<file path="config.mk">
export PLATFORM = sky130hd
export DESIGN_NAME = flexdepth_pipe
export DESIGN_NICKNAME = d
export VERILOG_FILES = /design/src/rtl/flexdepth_pipe.sv
export SDC_FILE = /design/constraint.sdc
export NUM_CORES = 1
export LEC_CHECK = 0
export BUFFER_PORTS_ARGS = -buffer_cell sky130_fd_sc_hd__buf_4
export CORE_MARGIN = 2
export CORE_UTILIZATION = 54
export DETAILED_ROUTE_END_ITERATION = 16
export GPL_ROUTABILITY_DRIVEN = 0
export PLACE_DENSITY = 0.75
export SLEW_MARGIN = 15
export SYNTH_ARGS = -nofsm -noshare
export SYNTH_HDL_FRONTEND = slang
export SYNTH_SLANG_ARGS = --single-unit
</file>
<file path="constraint.sdc">
create_clock -name clk -period 2.8 [get_ports clk]
set_clock_uncertainty 0.1 [all_clocks]
set_input_delay 0.14 -clock clk [delete_from_list [all_inputs] [get_ports clk]]
set_output_delay 0.14 -clock clk [all_outputs]
set_load 0.01 [all_outputs]
</file>
<file path="src/rtl/flexdepth_pipe.sv">
module flexdepth_pipe #(
  parameter int WIDTH  = 16,
  parameter int STAGES = 8
) (
  input  logic             clk,
  input  logic             rst,
  input  logic             mode_sel,
  input  logic             in_valid,
  input  logic [WIDTH-1:0] in_data,
  output logic             out_valid,
  output logic [WIDTH-1:0] out_data,
  output logic             busy,
  output logic             shallow_mode
);

  localparam int LAST = STAGES - 1;

  function automatic logic [WIDTH-1:0] step_fn(input int k, input logic [WIDTH-1:0] x);
    logic [WIDTH-1:0] t;
    t = x + WIDTH'((2 * k + 1) * 257);
    return {t[WIDTH-2:0], t[WIDTH-1]};
  endfunction

  logic              shallow_q;
  logic [STAGES-1:0] v_all;

  for (genvar k = 0; k < STAGES; k++) begin : g_st
    logic [WIDTH-1:0] din, dout, dreg, bd;
    logic             vin, vreg, bv;

    if (k == 0) begin : g_head
      assign din = in_data;
      assign vin = in_valid;
    end else begin : g_link
      assign din = g_st[k-1].bd;
      assign vin = g_st[k-1].bv;
    end

    assign dout = step_fn(k, din);

    always_ff @(posedge clk) begin
      dreg <= dout;
      if (rst) vreg <= 1'b0;
      else     vreg <= vin;
    end

    if (k % 2 == 0 && k != LAST) begin : g_byp
      assign bd = shallow_q ? dout : dreg;
      assign bv = shallow_q ? vin  : vreg;
    end else begin : g_fix
      assign bd = dreg;
      assign bv = vreg;
    end

    assign v_all[k] = vreg;
  end

  assign busy         = |v_all;
  assign out_valid    = g_st[LAST].vreg;
  assign out_data     = g_st[LAST].dreg;
  assign shallow_mode = shallow_q;

  always_ff @(posedge clk) begin
    if (rst)                     shallow_q <= 1'b0;
    else if (!busy && !in_valid) shallow_q <= mode_sel;
  end

  a_r1_reset_clears: assert property (@(posedge clk)
    rst |=> (!busy && !out_valid && !shallow_mode));

  a_r8_hold_while_busy: assert property (@(posedge clk) disable iff (rst)
    busy |=> $stable(shallow_mode));

  a_r10_hold_on_input: assert property (@(posedge clk) disable iff (rst)
    in_valid |=> $stable(shallow_mode));

  a_r4_shallow_pair_entry: assert property (@(posedge clk) disable iff (rst)
    (shallow_q && in_valid) |=> g_st[1].vreg);

  a_r3_deep_last_hop: assert property (@(posedge clk) disable iff (rst)
    (!shallow_q && g_st[LAST-1].vreg) |=> out_valid);

  a_r6_no_phantom: assert property (@(posedge clk) disable iff (rst)
    (!busy && !in_valid) |=> !busy);

endmodule

</file>
==> impl_results.md, run 1 <==
- Width of the die: approximately 110 µm
- Core outline area: 10900 µm²
- Run status: completed
- Placed cell count: approximately 810
- TritonCTS Sinks: roughly 140
- Number of inserted diodes: 0
- Number of max-slew violations in the final report: 0
- Crit-path cells: buf_4, inv_1, or3_2, a31o_4, nor4_4, nand3b_1, a311o_1, xnor2_1, mux2_2
- Share of flip-flops with an asynchronous set or reset after synthesis: 0
- Critical Path Fanout Max: 4
- Critical path endpoint category: register
- Setup Viol. Count Final: 0
- Pwr Density: approximately 1100 nW/µm²
- Synth cell count leaders: dfxtp_1, xnor2_1, nor2_1
- Path type of the worst setup path: register to register
- Fmax: roughly 370 MHz
- Avg Vias per Cell: ~5.3
- Global route total overflow: 0
- Worst IR drop on VDD: approximately 590 µV
- Number of detailed-route iterations in the first pass: 4
- Synth top area share: 0.454
- Worst hold path class: input pin to register
- Overall Global Routing Usage: 0.224
- Buffer cell driving the clock tree root: clkbuf_8
- Required time of the critical path: ~3.1 ns
- Final hold slack: approximately 0.28 ns
- Input/output buffers: 38
- Number of fill cells: 800
- CTS Buf Count: 17
- Layout Nets: about 750
- Non-filler cells in the finished layout: approximately 880
- Most instantiated library cell after synthesis: dfxtp_1
- First DRT Iteration DRCs: between 150 and 200
- Post-DP HPWL: roughly 9000 µm
- Setup slack, reg-to-reg: 0.11 ns
- Buffer and inverter count on the worst path: 2
- Worst Max-Slew Pin Slew: a little under 0.6 ns
- Startpoint kind of the worst setup timing path: register
- Starting Density: 0.555
- Delay of the slowest critical-path stage: 0.46 ns
- Clock tree from TritonCTS: done
- Initial antenna violation count: 0
- Number of ports placed on the die boundary: 39
- Clock Pin Slew Worst Setup and Hold Paths: 0.06 ns
- P&R area growth vs syn: 25.4%
- Placement row count: 38
- Number of remaining DRC errors: 0
- Clock Latency Late Sink: around 0.53 ns
- Number of global-route vias before repair: 4789
- Netlist area before placement: 6050 µm²
- Share of final-layout standard cells stronger than drive strength 1: 0.189
- Routed wire length per instance: around 14 µm
- Worst slew margin relative to its limit: 0.594
- Flip-flop and latch count after synthesis: 137
- Number of library cell types mapped by synthesis: a little under 60
- Maximum buffer depth of the clock tree: 2
- Largest cells by area after synthesis: dfxtp_1, xnor2_1, mux2i_1
- Standard cell area after detailed placement: 6640 µm²
- Net count after synthesis: between 600 and 700
- First-pass GRT wire length: 20800 µm
- Arrival time reported for the critical path endpoint: 3.01 ns
- Most frequently used flop master after synthesis: dfxtp_1
- Avg Inst Size Synth: between 9 and 10 µm²
- Slowest cell on the critical path: or3_2
- Post-route antenna net violation count: 0
- Share of the clock period used by the worst path: 0.962
- Max-Cap Viols: 0
- Maximum number of pins on one net before global-route repair: 23
- Number of synthesis warnings: 0
- Endpoints failing hold: 0
- Die Ht: between 100 and 150 µm
- Die Outline Area: between 10000 and 15000 µm²
- Number of flops mapped to enable cells by yosys: 0
- Area of all placed cells without fillers: roughly 7600 µm²
- WL final: 12600 µm
- Cell family contributing the most delay on the critical path: simple AND/OR/NAND/NOR gates
- Vias after detailed routing: roughly 4600
- Area leader, netlist: dfxtp_1
- Leak pwr: about 3.1 nW
- CTS H-tree depth: 4
- Number of instances in the synthesized netlist: about 620
- Sequential cell area fraction in the yosys report: 0.454
- Minimum clock period: 2.69 ns
cells by family after synthesis:
family                   Yosys count  synth area share
AND/OR/NAND/NOR                  186             0.157
flip-flops                       137             0.454
XOR/XNOR                         106             0.154
AO/OA/AOI/OAI                     96             0.105
multiplexers                      48            0.0809
buffers and inverters             38            0.0329
adder cells (fa/ha/maj)            8            0.0166
sequential cells by signal (all words and copies together), names as in the netlist:
signal        count
g_st.dreg        64
g_st.bv           3
g_st.bd          48
out_data         16
out_valid         1
shallow_mode      1
g_st.vreg         4
power breakdown:
| group | switching (mW) | internal [mW] |
|---|---|---|
| combinational | 1.76 | 1.61 |
| sequential | 0.421 | 2.77 |
| clock | 0.786 | 1.29 |
routing by layer:
metal,wire (µm),global-route usage,share of wire
met4,316,0.108,0.025
met2,7170,0.452,0.57
met3,358,0.0504,0.028
met1,4760,0.207,0.38
met5,0,0,0
stage by stage:
stage                      util  power, mW  setup TNS, ns  setup slack, ns
after floorplan               -       5.48              0           0.0566
after global placement    0.610       6.34              0            0.129
after detailed placement  0.610       6.48              0           0.0212
after CTS                 0.690       8.61              0           0.0298
after global routing      0.697       9.23       -0.00444         -0.00444
final                     0.697       8.64              0            0.106
placed cells by master (no fill, tap or decap), types with 18 or more instances in the layout:
master         count
a21oi_1           22
buf_4             71
dfxtp_1          133
dlygate4sd3_1     31
inv_1             23
mux2i_1           41
nand2_1           44
nand3_1           18
nor2_1            46
xnor2_1           65
xor2_1            41
worst min-delay path, stage by stage:
cell and delay, ns:
dlygate4sd3_1 0.53, buf_4 0.14, inv_1 0.05
cell type report:
| cell class | count | area [µm²] | area share |
|---|---|---|---|
| multi-input cells | 444 | 3170 | 0.418 |
| flip-flops and latches | 137 | 2750 | 0.363 |
| repair buffers | 102 | 843 | 0.111 |
| clock buffers | 24 | 490 | 0.0647 |
| well taps | 140 | 175 | 0.0231 |
| inverters | 23 | 86.3 | 0.0114 |
| clock inverters | 7 | 66.3 | 0.00874 |
worst paths after layout:
path | from | endpoint | cells past startpoint
setup / recovery | g_st[3].bd[4] | g_st[5].bd[0] | 9
hold reg to reg | g_st[3].bd[0] | g_st[4].dreg[1] | 1
hold / removal | in_data[0] | g_st[0].dreg[1] | 3
setup reg to reg | g_st[3].bd[4] | g_st[5].bd[0] | 9
what timing repair did:
item,CTS,global route
setup buffers,0,1
hold buffers,31,0
resized for setup,1,18
setup endpoints to repair,1,15
pin swaps,0,4
hold endpoints to repair,29,0
Power figures use the tool's default switching activity.
==> inputs of run 2 (changes only) <==
CORE_UTILIZATION = 60   (was 54)
PLACE_DENSITY = 0.79   (was 0.75)
clock period = 2.6 ns   (was 2.8 ns; I/O delays follow)
==> run 2 against run 1 <==
  * The flow now finishes with violations (setup timing)
  * Combinational power up 29%
  * Non-clock buffer count up 50
  * Wire length up 35%
  * Register-to-register slack worse by 0.13 ns
  * Flip-flop and latch count unchanged
  * Global-route usage up 5.3 points
  * Clock-buffer cell count down 6
  * Sequential power up 10%
  * Largest cell class unchanged
==> impl_results.md, run 2 (same netlist as run 1, synthesis figures left out) <==
- Run status: finished with violations
- Violated checks: setup timing
- Worst hold path class: input pin to register
- Non-filler cells in the finished layout: 921 (+5.0%)
- Clock tree from TritonCTS: done
- Delay of the slowest critical-path stage: 0.58 ns (+0.12 ns)
- Switching share of power: 0.351 (+0.00747)
- CTS Buf Count: 17 (unchanged)
- Slowest cell on the critical path: dlygate4sd3_1
- Share of final-layout standard cells stronger than drive strength 1: 0.283 (+0.0944)
- WL final: 17000 µm (+35%)
- Placed cell count: 840 (+3.2%)
- Worst IR drop on VDD: 656 µV (+10%)
- First DRT Iteration DRCs: 253 (+62%)
- Path type of the worst setup path: input pin to register
- Die Ht: 104 µm (-4.9%)
- Post-route antenna net violation count: 0 (unchanged)
- Standard cell area after detailed placement: 6890 µm² (+3.9%)
- Number of max-slew violations in the final report: 0 (unchanged)
- Layout Nets: 803 (+6.6%)
- Number of detailed-route iterations in the first pass: 5 (+1)
- Startpoint kind of the worst setup timing path: input pin
- Worst slew margin relative to its limit: 0.588 (-0.00585)
- Leak pwr: 3.43 nW (+10%)
- Commonest cells after routing, fill and taps aside: dfxtp_1, buf_4, xnor2_1
- Pwr Density: 1270 nW/µm² (+11%)
- Most Frequent Cell on Critical Path: nor2_1
- Most common library cell in the layout ignoring fill and taps: dfxtp_1
- Critical path endpoint category: register
- Cell family contributing the most delay on the critical path: simple AND/OR/NAND/NOR gates
- Share of the clock period used by the worst path: 1.03
- Critical Path Fanout Max: 5 (+1)
- Die Outline Area: 10900 µm² (-9.6%)
- RSZ-0062 raised after global routing: yes
- Core Util, Final: 0.847 (+0.150)
- Minimum clock period: ~2.7 ns
- NetSw: 3.68 mW (+24%)
- Starting Density: 0.619 (+0.0633)
- TritonCTS Sinks: 137 (unchanged)
- Fmax: between 300 and 400 MHz
- Input/output buffers: 38 (unchanged)
- Largest reg by FF count: g_st.dreg
- Max reg flops: 64 (unchanged)
- Global route total overflow: 0 (unchanged)
- Required time of the critical path: 2.96 ns (-0.16 ns)
- Slack of the critical path: -0.0902 ns (-0.196 ns)
- Share of total power in the clock network: 0.251 (+0.011)
- Area of all placed cells without fillers: 8280 µm² (+9.2%)
- Final hold slack: 0.0221 ns (-0.262 ns)
- Buffer cell driving the clock tree root: clkbuf_8
- Worst Max-Slew Pin Slew: 0.601 ns (+0.00853 ns)
- Internal Power: 6.80 mW (+20%)
- Endpoints failing hold: 0 (unchanged)
- Buffer and inverter count on the worst path: 2 (unchanged)
- Maximum buffer depth of the clock tree: 2 (unchanged)
- Routed wire length per instance: 18.4 µm (+28%)
- P&R area growth vs syn: 36.9%
- Number of fill cells: 480 (-40%)
- Power share of the sequential group: 0.334 (-0.035)
- Number of ports placed on the die boundary: 39 (unchanged)
- Core outline area: 9770 µm² (-10%)
- Width of the die: 104 µm (-4.9%)
- Setup slack at placement: -0.0896 ns (-0.111 ns)
- Post-DP HPWL: 9120 µm (+4.3%)
- Number of remaining DRC errors: 0 (unchanged)
- Total chip power: 10.5 mW (+21%)
- Number of inserted diodes: 0 (unchanged)
- Max-Cap Viols: 0 (unchanged)
- Arrival time reported for the critical path endpoint: 3.05 ns (+0.04 ns)
- Initial antenna violation count: 0 (unchanged)
- Final sum of negative setup slack: -0.188 ns (-0.188 ns)
- CTS H-tree depth: 4 (unchanged)
- Overall Global Routing Usage: 0.277 (+0.0531)
- Maximum number of pins on one net before global-route repair: 30 (+30%)
- First-pass GRT wire length: 24100 µm (+16%)
- Avg Vias per Cell: 5.70 (+8.0%)
- Clock Pin Slew Worst Setup and Hold Paths: 0.06 ns (about the same)
- Power share of the combinational group: 0.414 (+0.023)
- Setup Viol. Count Final: 6 (+6)
- Clock Latency Late Sink: 0.54 ns (about the same)
- Placement row count: 36 (-5.3%)
- Crit-path cells: dlygate4sd3_1, buf_4, nand3_2, o31a_1, nor3b_2, xnor2_2, nor2_1, a21oi_2, ha_2, nor2_1, or2_2, nand3b_1, xor2_1
- Vias after detailed routing: 5249 (+13%)
- Number of global-route vias before repair: 5362 (+12%)
run 2: cell count changes in the layout (fill, tap and decap cells not counted), sizes merged:
cell,change
buf,+50
clkinvlp,+1
inv,+3
clkbuf,-6
bufinv,+4
clkinv,-1
run 2: final cells by class:
cell class	instances	area (µm²)	area share
inverters	23	86.3	0.0104
repair buffers	152	1240	0.150
well taps	133	166	0.0201
clock buffers	18	428	0.0517
clock inverters	14	216	0.0261
flip-flops and latches	137	2760	0.333
multi-input cells	444	3380	0.409
run 2: path summary, 6_finish.rpt:
path / from / end / slack, ns / depth (start not counted)
max: in_data[5] / g_st[1].bd[13] / -0.09 / 13
min: in_data[1] / g_st[1].bd[4] / 0.02 / 5
max reg2reg: g_st[1].bd[9] / g_st[3].bd[15] / -0.02 / 11
min reg2reg: g_st[5].bd[0] / g_st[6].dreg[1] / 0.39 / 1
run 2: timing repair:
item / CTS / global route
hold buffers: 31 / 1
gates resized for setup: 12 / 56
buffers inserted: 2 / 16
endpoints found under the hold margin: 29 / 1
pin swaps: 6 / 23
endpoints found under the setup margin: 5 / 23
run 2: per-layer routing:
metal	wire, µm	GRT usage
met1	5920	0.248
met3	610	0.0721
met2	9510	0.550
met4	954	0.157
met5	0	0
run 2: worst register-to-register path, delay by kind of cell, from the launching register on:
family | cells | cell delay [ns]
DFF | 1 | 0.33
and+or+nand+nor | 3 | 0.32
xor gates and xnor gates | 2 | 0.36
AOI/OAI and AO/OA | 4 | 1.01
adders and majority gates | 1 | 0.23
muxes | 1 | 0.15
run 2: power groups by stage:
stage / Clock [mW] / Sequential, mW / Combinational (mW)
after CTS: 2.63 / 3.45 / 3.96
final: 2.64 / 3.51 / 4.34
after global routing: 2.74 / 3.58 / 4.71
after detailed placement: 0 / 3.45 / 3.82
after floorplan: 0 / 3.43 / 2.48
after global placement: 0 / 3.41 / 3.66
==> inputs of run 3 (changes only) <==
RECOVER_POWER = 50   (was unset)
SLEW_MARGIN = 10   (was 15)
==> run 3 against run 2 <==
  * The flow still finishes with violations (setup timing)
  * Hold slack gained 0.087 ns
  * Wire length is 0.15% higher
  * Core utilization decreased by 0.17 points
  * Cell area fell by 0.20%
  * Clock-buffer cell count did not move
  * Non-clock buffer count unchanged
  * Fmax fell by 0.22%
  * Sequential power barely moved
  * Via count rose by 0.53%
  * Die area did not move
  * Clock power about the same
  * Critical path type unchanged
  * Largest power group unchanged
  * Highest routed layer unchanged
==> impl_results.md, run 3 (same netlist as run 1, synthesis figures left out) <==
- Vias after detailed routing: 5277 (+0.53%)
- Run status: finished with violations
- Crit Reg-Reg Startpoint: shallow_mode
- Routed wire length per instance: 18.5 µm (+0.15%)
- Path type of the worst setup path: input pin to register
- Number of global-route vias before repair: 5362 (unchanged)
- Clock tree from TritonCTS: done
- Most common library cell in the layout ignoring fill and taps: dfxtp_1
- Share of the clock period used by the worst path: 1.04 (+0.00226)
- Initial antenna violation count: 0 (unchanged)
- Worst Max-Slew Pin Slew: 0.594 ns (-0.00674 ns)
- Layout Nets: 803 (unchanged)
- Input/output buffers: 38 (unchanged)
- Startpoint kind of the worst setup timing path: input pin
- Switching share of power: 0.352 (about the same)
- Hold path start: in_data[1]
- WL final: 17000 µm (+0.15%)
- Required time of the critical path: 2.96 ns (about the same)
- Delay of the slowest critical-path stage: 0.58 ns (about the same)
- Largest reg by FF count: g_st.dreg
- Clock Latency Late Sink: 0.54 ns (about the same)
- Crit-path cells: dlygate4sd3_1, buf_4, nand3_2, o31a_1, nor3b_2, xnor2_2, nor2_1, a21oi_2, ha_2, nor2_1, or2_2, nand3b_1, xor2_1
- Setup Viol. Count Final: 5 (-1)
- Share of final-layout standard cells stronger than drive strength 1: 0.280 (-0.00254)
- Critical path endpoint category: register
- Number of detailed-route iterations in the first pass: 5 (unchanged)
- Number of inserted diodes: 0 (unchanged)
- Commonest cells after routing, fill and taps aside: dfxtp_1, buf_4, xnor2_1
- Starting Density: 0.619 (unchanged)
- Worst hold path depth: 5 (unchanged)
- Max reg flops: 64 (unchanged)
- Clock Pin Slew Worst Setup and Hold Paths: 0.06 ns (about the same)
- First DRT Iteration DRCs: 223 (-12%)
- First-pass GRT wire length: 24100 µm (unchanged)
- Maximum number of pins on one net before global-route repair: 30 (unchanged)
- Number of max-slew violations in the final report: 0 (unchanged)
- Die Ht: 104 µm (unchanged)
- Worst slew margin relative to its limit: 0.593 (+0.00462)
- Share of total power in the clock network: 0.251 (about the same)
- Endpoints failing hold: 0 (unchanged)
- Max-Cap Viols: 0 (unchanged)
- P&R area growth vs syn: 36.7%
- Buffer cell driving the clock tree root: clkbuf_8
- Die Outline Area: 10900 µm² (unchanged)
- Violated checks: setup timing
- Slowest cell on the critical path: dlygate4sd3_1
- Number of fill cells: 482 (+0.42%)
- Total chip power: 10.5 mW (about the same)
- CTS Buf Count: 17 (unchanged)
- Core outline area: 9770 µm² (unchanged)
- Slack of the critical path: -0.0961 ns (-0.00588 ns)
- Number of ports placed on the die boundary: 39 (unchanged)
- Maximum buffer depth of the clock tree: 2 (unchanged)
- NetSw: 3.69 mW (about the same)
- Leak pwr: 3.42 nW (-0.11%)
- Post-route antenna net violation count: 0 (unchanged)
- Critical Path Fanout Max: 5 (unchanged)
- Minimum clock period: 2.70 ns (+0.00588 ns)
- Arrival time reported for the critical path endpoint: 3.05 ns (about the same)
- Core Util, Final: 0.845 (-0.00166)
- RSZ-0062 raised after global routing: yes
- CTS H-tree depth: 4 (unchanged)
- Fmax: 371 MHz (-0.22%)
- Most Frequent Cell on Critical Path: nor2_1
- Global route total overflow: 0 (unchanged)
- Endpoint of the lowest-slack register-to-register path: g_st[1].bd[0]
- Overall Global Routing Usage: 0.277 (unchanged)
- Worst hold path class: input pin to register
- TritonCTS Sinks: 137 (unchanged)
- Avg Vias per Cell: 5.73 (+0.53%)
- Post-DP HPWL: 9120 µm (unchanged)
- Depth of the worst register-to-register path: 10 (-1)
- Placement row count: 36 (unchanged)
- Worst IR drop on VDD: 656 µV (about the same)
- Setup slack, reg-to-reg: 0 ns (+0.02 ns)
- Worst-case hold path end point: g_st[1].bd[4]
- Power share of the combinational group: 0.414 (about the same)
- Number of remaining DRC errors: 0 (unchanged)
- Power share of the sequential group: 0.334 (about the same)
- Internal Power: 6.80 mW (about the same)
- Pwr Density: 1270 nW/µm² (+0.18%)
- Width of the die: 104 µm (unchanged)
run 3: changes by cell type in the layout (fill, tap and decap cells not counted):
cell	before	now
buf_4	118	117
ha_1	3	4
ha_4	2	1
clkbuf_1	0	1
run 3: stage by stage:
stage          area, µm²  TNS, ns  hold slack (ns)  setup slack [ns]  std cells
3_3_place_gp        6890  -0.0387            0.246           -0.0253        840
3_5_place_dp        6890   -0.287            0.253           -0.0896        840
6_report            8260   -0.203            0.109           -0.0961        921
4_1_cts             7910        0           0.0385           0.00202        905
5_1_grt             8260    -1.00            0.103            -0.158        921
2_1_floorplan       6060        0            0.104            0.0313        619
run 3: final cells by class:
cell class / count / area, µm² / area share
Clock inverter: 14 / 216 / 0.0262
Timing Repair Buffer: 152 / 1230 / 0.149
Tap cell: 133 / 166 / 0.0201
Clock buffer: 18 / 428 / 0.0518
Inverter: 23 / 86.3 / 0.0104
Sequential cell: 137 / 2760 / 0.334
Multi-Input combinational cell: 444 / 3370 / 0.408
run 3: how the worst max path moves through the flow:
stage	start	end	slack, ns	depth (start not counted)
final	in_data[5]	g_st[1].bd[13]	-0.1	13
after global routing	in_data[5]	g_st[1].bd[13]	-0.16	13
after CTS	g_st[5].bd[0]	out_data[15]	0.002	10
after detailed placement	g_st[3].bd[4]	g_st[5].bd[15]	-0.09	12
after global placement	g_st[3].bd[0]	g_st[5].bd[0]	-0.03	9
after floorplan	g_st[3].bd[2]	g_st[5].bd[0]	0.03	8
run 3: power by group through the flow:
stage	Combinational (mW)	Sequential (mW)	Clock, mW
6_report	4.34	3.51	2.64
2_1_floorplan	2.48	3.43	0
3_5_place_dp	3.82	3.45	0
4_1_cts	3.96	3.45	2.63
5_1_grt	4.71	3.58	2.74
3_3_place_gp	3.66	3.41	0
run 3: metal layers:
layer	vias to the layer above	part of all wire	global-route usage
li1	2450	-	-
met1	2525	0.35	0.248
met2	221	0.56	0.550
met3	81	0.040	0.0721
met4	0	0.057	0.157
met5	-	0	0
run 3: what timing repair did:
action / 4_1_cts / 5_1_grt
gates resized for setup: 12 / 56
hold endpoints to repair: 29 / 1
pin swaps: 6 / 23
setup endpoints to repair: 5 / 23
hold buffers: 31 / 1
buffers inserted: 2 / 16
run 3: critical path, delay by kind of cell:
kind | cells | cell delay, ns
xor gates and xnor gates | 2 | 0.35
adders and majority gates | 1 | 0.23
buffers and inverters | 2 | 0.75
AOI/OAI and AO/OA | 2 | 0.53
and+or+nand+nor | 6 | 1.07
